$ cat src/rtl/blk_xfer_pkg.sv
package blk_xfer_pkg;
  typedef enum logic [1:0] {
    ST_IDLE = 2'd0,
    ST_RUN  = 2'd1,
    ST_FIN  = 2'd2
  } xfer_state_e;
endpackage

$ cat src/rtl/blk_xfer_pick.sv
// Lowest-set-bit picker over the remaining register list.
module blk_xfer_pick #(
  parameter int N  = 16,
  parameter int IW = $clog2(N)
) (
  input  logic [N-1:0]  mask_i,
  output logic          any_o,
  output logic [N-1:0]  onehot_o,
  output logic [IW-1:0] idx_o
);
  logic [N-1:0] below;

  assign below[0] = 1'b0;
  for (genvar g = 1; g < N; g++) begin : g_chain
    assign below[g] = below[g-1] | mask_i[g-1];
  end

  assign onehot_o = mask_i & ~below;
  assign any_o    = |mask_i;

  always_comb begin
    idx_o = '0;
    for (int i = 0; i < N; i++) begin
      if (onehot_o[i]) idx_o = idx_o | IW'(i);
    end
  end
endmodule

$ cat src/rtl/blk_xfer_addr.sv
// Address walker and end-of-sequence base calculator.
module blk_xfer_addr #(
  parameter int N    = 16,
  parameter int AW   = 32,
  parameter int STEP = 4
) (
  input  logic          clk,
  input  logic          rst_n,
  input  logic          load_en_i,
  input  logic [AW-1:0] base_i,
  input  logic [N-1:0]  mask_i,
  input  logic          step_en_i,
  output logic [AW-1:0] addr_o,
  output logic [AW-1:0] final_o
);
  // Bytes covered by a register list: STEP per selected register.
  function automatic logic [AW-1:0] span_bytes(input logic [N-1:0] m);
    logic [AW-1:0] acc;
    acc = '0;
    for (int i = 0; i < N; i++) begin
      if (m[i]) acc = acc + AW'(STEP);
    end
    return acc;
  endfunction

  function automatic logic [AW-1:0] next_word(input logic [AW-1:0] a);
    return a + AW'(STEP);
  endfunction

  always_ff @(posedge clk) begin
    if (!rst_n) begin
      addr_o  <= '0;
      final_o <= '0;
    end else if (load_en_i) begin
      addr_o  <= base_i;
      final_o <= base_i + span_bytes(mask_i);
    end else if (step_en_i) begin
      addr_o  <= next_word(addr_o);
    end
  end
endmodule

$ cat src/rtl/blk_xfer_ctrl.sv
// Sequence state machine and working copy of the register list.
module blk_xfer_ctrl
  import blk_xfer_pkg::*;
#(
  parameter int N = 16
) (
  input  logic         clk,
  input  logic         rst_n,
  input  logic         start_i,
  input  logic [N-1:0] mask_i,
  input  logic         ready_i,
  input  logic [N-1:0] onehot_i,
  output logic [N-1:0] work_o,
  output xfer_state_e  state_o,
  output logic         start_acc_o,
  output logic         hs_o,
  output logic         last_o
);
  assign start_acc_o = start_i && (state_o == ST_IDLE);
  assign hs_o        = (state_o == ST_RUN) && ready_i;
  assign last_o      = ((work_o & ~onehot_i) == '0);

  always_ff @(posedge clk) begin
    if (!rst_n) begin
      state_o <= ST_IDLE;
      work_o  <= '0;
    end else begin
      unique case (state_o)
        ST_IDLE: begin
          if (start_acc_o) begin
            work_o  <= mask_i;
            state_o <= (mask_i == '0) ? ST_FIN : ST_RUN;
          end
        end
        ST_RUN: begin
          if (hs_o) begin
            work_o <= work_o & ~onehot_i;
            if (last_o) state_o <= ST_FIN;
          end
        end
        ST_FIN:  state_o <= ST_IDLE;
        default: state_o <= ST_IDLE;
      endcase
    end
  end
endmodule

$ cat src/rtl/blk_xfer_seq.sv
module blk_xfer_seq
  import blk_xfer_pkg::*;
#(
  parameter int NREGS      = 16,
  parameter int ADDR_W     = 32,
  parameter int WORD_BYTES = 4,
  localparam int IDX_W     = $clog2(NREGS)
) (
  input  logic              clk,
  input  logic              rst_n,
  input  logic              start_i,
  input  logic [NREGS-1:0]  reg_mask_i,
  input  logic [ADDR_W-1:0] base_i,
  input  logic              load_i,
  input  logic              wb_en_i,
  output logic              xfer_valid_o,
  output logic [IDX_W-1:0]  xfer_idx_o,
  output logic [ADDR_W-1:0] xfer_addr_o,
  output logic              xfer_load_o,
  input  logic              xfer_ready_i,
  output logic              done_o,
  output logic [ADDR_W-1:0] final_base_o,
  output logic              wb_o,
  output logic              busy_o
);
  // Named internal events, also watched by the bound checker.
  logic             start_acc_w;
  logic             hs_w;
  logic             last_w;
  logic             any_w;
  logic [NREGS-1:0] work_w;
  logic [NREGS-1:0] onehot_w;
  xfer_state_e      state_w;
  logic             load_q;
  logic             wb_q;

  blk_xfer_ctrl #(.N(NREGS)) u_ctrl (
    .clk         (clk),
    .rst_n       (rst_n),
    .start_i     (start_i),
    .mask_i      (reg_mask_i),
    .ready_i     (xfer_ready_i),
    .onehot_i    (onehot_w),
    .work_o      (work_w),
    .state_o     (state_w),
    .start_acc_o (start_acc_w),
    .hs_o        (hs_w),
    .last_o      (last_w)
  );

  blk_xfer_pick #(.N(NREGS), .IW(IDX_W)) u_pick (
    .mask_i   (work_w),
    .any_o    (any_w),
    .onehot_o (onehot_w),
    .idx_o    (xfer_idx_o)
  );

  blk_xfer_addr #(.N(NREGS), .AW(ADDR_W), .STEP(WORD_BYTES)) u_addr (
    .clk       (clk),
    .rst_n     (rst_n),
    .load_en_i (start_acc_w),
    .base_i    (base_i),
    .mask_i    (reg_mask_i),
    .step_en_i (hs_w),
    .addr_o    (xfer_addr_o),
    .final_o   (final_base_o)
  );

  always_ff @(posedge clk) begin
    if (!rst_n) begin
      load_q <= 1'b0;
      wb_q   <= 1'b0;
    end else if (start_acc_w) begin
      load_q <= load_i;
      wb_q   <= wb_en_i;
    end
  end

  assign xfer_valid_o = (state_w == ST_RUN) && any_w;
  assign xfer_load_o  = load_q;
  assign done_o       = (state_w == ST_FIN);
  assign wb_o         = done_o && wb_q;
  assign busy_o       = (state_w != ST_IDLE);
endmodule

$ cat config.mk
export PLATFORM = sky130hd
export DESIGN_NAME = blk_xfer_seq
export DESIGN_NICKNAME = d
export VERILOG_FILES = /design/src/rtl/blk_xfer_pkg.sv /design/src/rtl/blk_xfer_pick.sv /design/src/rtl/blk_xfer_addr.sv /design/src/rtl/blk_xfer_ctrl.sv /design/src/rtl/blk_xfer_seq.sv
export SDC_FILE = /design/constraint.sdc
export NUM_CORES = 1
export LEC_CHECK = 0
export ABC_AREA = 0
export BUFFER_PORTS_ARGS = -buffer_cell sky130_fd_sc_hd__buf_2
export CORE_MARGIN = 1
export CORE_UTILIZATION = 25
export DETAILED_ROUTE_END_ITERATION = 16
export GPL_TIMING_DRIVEN = 0
export MAX_ROUTING_LAYER = met4
export SLEW_MARGIN = 30
export SYNTH_ARGS = -nofsm -noshare
export SYNTH_HDL_FRONTEND = slang
export SYNTH_SLANG_ARGS = --single-unit
$ cat constraint.sdc
create_clock -name clk -period 14.6 [get_ports clk]
set_input_delay 0.73 -clock clk [delete_from_list [all_inputs] [get_ports clk]]
set_output_delay 0.73 -clock clk [all_outputs]
set_load 0.01 [all_outputs]
==> impl_metrics.toml <==
[drt]
dr.pass1.iters = 5
drc_errors = 0
wl_per_cell_um = 16.4
drtIter0Drc = 469
antenna_left = 0
drt-total-wl_mm = 22.7
viasPerCell = 5.04
dr_total_vias = 6991

[sta]
hold_slack_ps = 462
rsz0062_at_grt = "no"
final.setup.tns_ps = 0
max_slew_margin_pct = 45.3
timing.final.crit_share_pct = 83.8
finalSetupViolCount = 0
drv_slew = 0
worstMarginPinSlew_ps = 814
final-hold-violation-count = 0
finalClockSkew_ps = 12.4
period_needed_ps = 12240
max_freq_mhz = 81.7

[yosys]
ys.flop_type = "dfxtp_1"
syn_area_um2 = 6830
ys_ff_latch = 84
async_reset_ff_share_pct = 0
yosysSeqAreaShare_pct = 24.6
synth_top_area_cell = "dfxtp_1"
syn_inst = 901
synth_common_cells = "91 x nand2_1, 84 x dfxtp_1, 72 x o21ai_0"
synth_edf_count = 0
yosysMostFrequentCell = "nand2_1"
synth_top_area_share_pct = 24.6
syn_avg_cell_area_um2 = 7.58
synth.distinct_cells = 77
synth_area_leaders = "dfxtp_1 25%, ha_1 6.0%, xnor2_1 5.4%, o21ai_0 5.3%, a21oi_1 5.1%"
yosys_warnings = 0

[critical_path]
slowest_delay_ps = 590
cp_slowest_cell = "a2111oi_0"
path_class = "primary input to register"
startpoint_type = "primary input"
cp-end-kind = "register"
cp_max_fo = 9
crit_arrival_ps = 12460
required_ps = 14820
cp_common_cell = "ha_1"

[layout]
fin_area_um2 = 8220
fin_util_pct = 30.6
areaGrowthSynthToFinish_pct = 20.3
nNetsFinal = 1124
layout.cells.non_filler = 1386
post_route_cells_drive_above_1_share_pct = 15.1

[clock_network]
cts_resized = 0
path_clk_slew_ps = 70
clk_latency_ps = 360
cts_buffers = 9
cts_hold_buf = 0
cts_tree = "yes"
cts_sinks = 84
cts_setup_buffers = 0
cts_buffer_depth = 2
cts_root_buffer = "clkbuf_16"
htree_levels = 3

[status]
status = "finished, final reports clean"

[place]
dpl-instance-area_um2 = 7870
dp_cells = 1366
io_buffers = 116
place.gp.congestion = 0.876
post-dp-hpwl_mm = 17.8

[floorplan]
die-area_um2 = 28000
initial_core_util_pct = 25.4
rows = 60
die_h_um = 167
io_pins = 127
coreArea_um2 = 26900
die-width_um = 167

[global_routing]
grt_start_max_net_pins = 17
overflow = 0
grt_usage_pct = 16.3
grt_antenna_before_repair = 4
grt_pass1_vias = 6361
grt_pass1_wl_mm = 34.8

[power_and_ir_drop]
power.leakage_nw = 3.36
powerDensity_nw_per_um2 = 155
irDropWorstVdd_mv = 0.0811

[run]
drv_cap = 0

[worst_hold_path]
worstHoldPathType = "register to register"
critical path, delay by kind of cell:
kind	cells	cell delay, ps
simple gates	14	1810
buf+inv	7	610
xor+xnor	2	690
mux	1	240
compound gates	21	3950
fa+ha+maj	14	4400
through the flow:
| stage | total power [W] | worst slack, ps |
|---|---|---|
| after global placement | 0.00101 | 2160 |
| after global routing | 0.00138 | 1260 |
| after detailed placement | 0.00101 | 1970 |
| final | 0.00128 | 2360 |
| after floorplan | 0.000839 | 3560 |
| after CTS | 0.00128 | 2320 |
report_power, final:
group | internal, W | switching, W | leakage (nW) | total, W
Sequential | 0.000256 | 0.0000228 | 0.691 | 0.000279
Combinational | 0.000312 | 0.000424 | 2.51 | 0.000736
Clock | 0.000153 | 0.000109 | 0.159 | 0.000262
Total | 0.000721 | 0.000556 | 3.36 | 0.00128
placed cells by master, fill, tap and decap left out, drive strengths merged, types with 9 or more instances in the layout:
cell type  instances
nand4             11
a21oi             71
a221oi             9
nor2b             39
and3              14
a21boi            30
nand2             91
nor3              22
buf              123
nor2              59
xnor2             44
and2              24
dfxtp             84
conb               9
o21ai             73
xor2              17
nand3             30
clkbuf            54
inv               36
a31oi             11
ha                33
a22oi             20
state kept, by name, summed over array words and instances, names as in the netlist:
register,cells
u_ctrl.work_o,16
xfer_load_o,1
u_addr.final_o,32
u_addr.addr_o,32
wb_q,1
u_ctrl.state_o,2
worst paths after layout:
path	from	end	slack (ps)	cells after the start
hold / removal	u_addr.final_o[15]	u_addr.final_o[15]	460	2
hold reg to reg	u_addr.final_o[15]	u_addr.final_o[15]	460	2
setup / recovery	reg_mask_i[1]	u_addr.final_o[27]	2360	59
setup reg to reg	u_addr.addr_o[6]	u_addr.addr_o[31]	10680	14
metal layers:
| metal | vias up | share of wire, % | GRT usage, % |
|---|---|---|---|
| met1 | 3271 | 47 | 20.9 |
| li1 | 3511 | - | - |
| met4 | 0 | 2.0 | 3.95 |
| met3 | 21 | 6.4 | 4.28 |
| met5 | - | 0 | - |
| met2 | 188 | 45 | 25.5 |
cells by family after synthesis:
logic type / count (synthesis) / synth area share [%]
adder cells (fa/ha/maj): 38 / 6.92
flip-flops: 84 / 24.6
XOR/XNOR: 69 / 10.8
multiplexers: 4 / 0.586
other: 1 / 0.0549
AND/OR/NAND/NOR: 335 / 25.4
AO/OA/AOI/OAI: 283 / 26.7
buffers and inverters: 87 / 4.85
area by class of cell:
| type | instances | area, um^2 |
|---|---|---|
| clock buffers | 9 | 225 |
| diodes | 4 | 10.0 |
| clock inverters | 7 | 110 |
| well taps | 341 | 427 |
| fillers | 2910 | 18700 |
| repair buffers | 116 | 581 |
| multi-input cells | 738 | 4850 |
| plain buffers | 52 | 200 |
| inverters | 35 | 131 |
| flip-flops and latches | 84 | 1680 |
(Power assumes the default switching activity.)
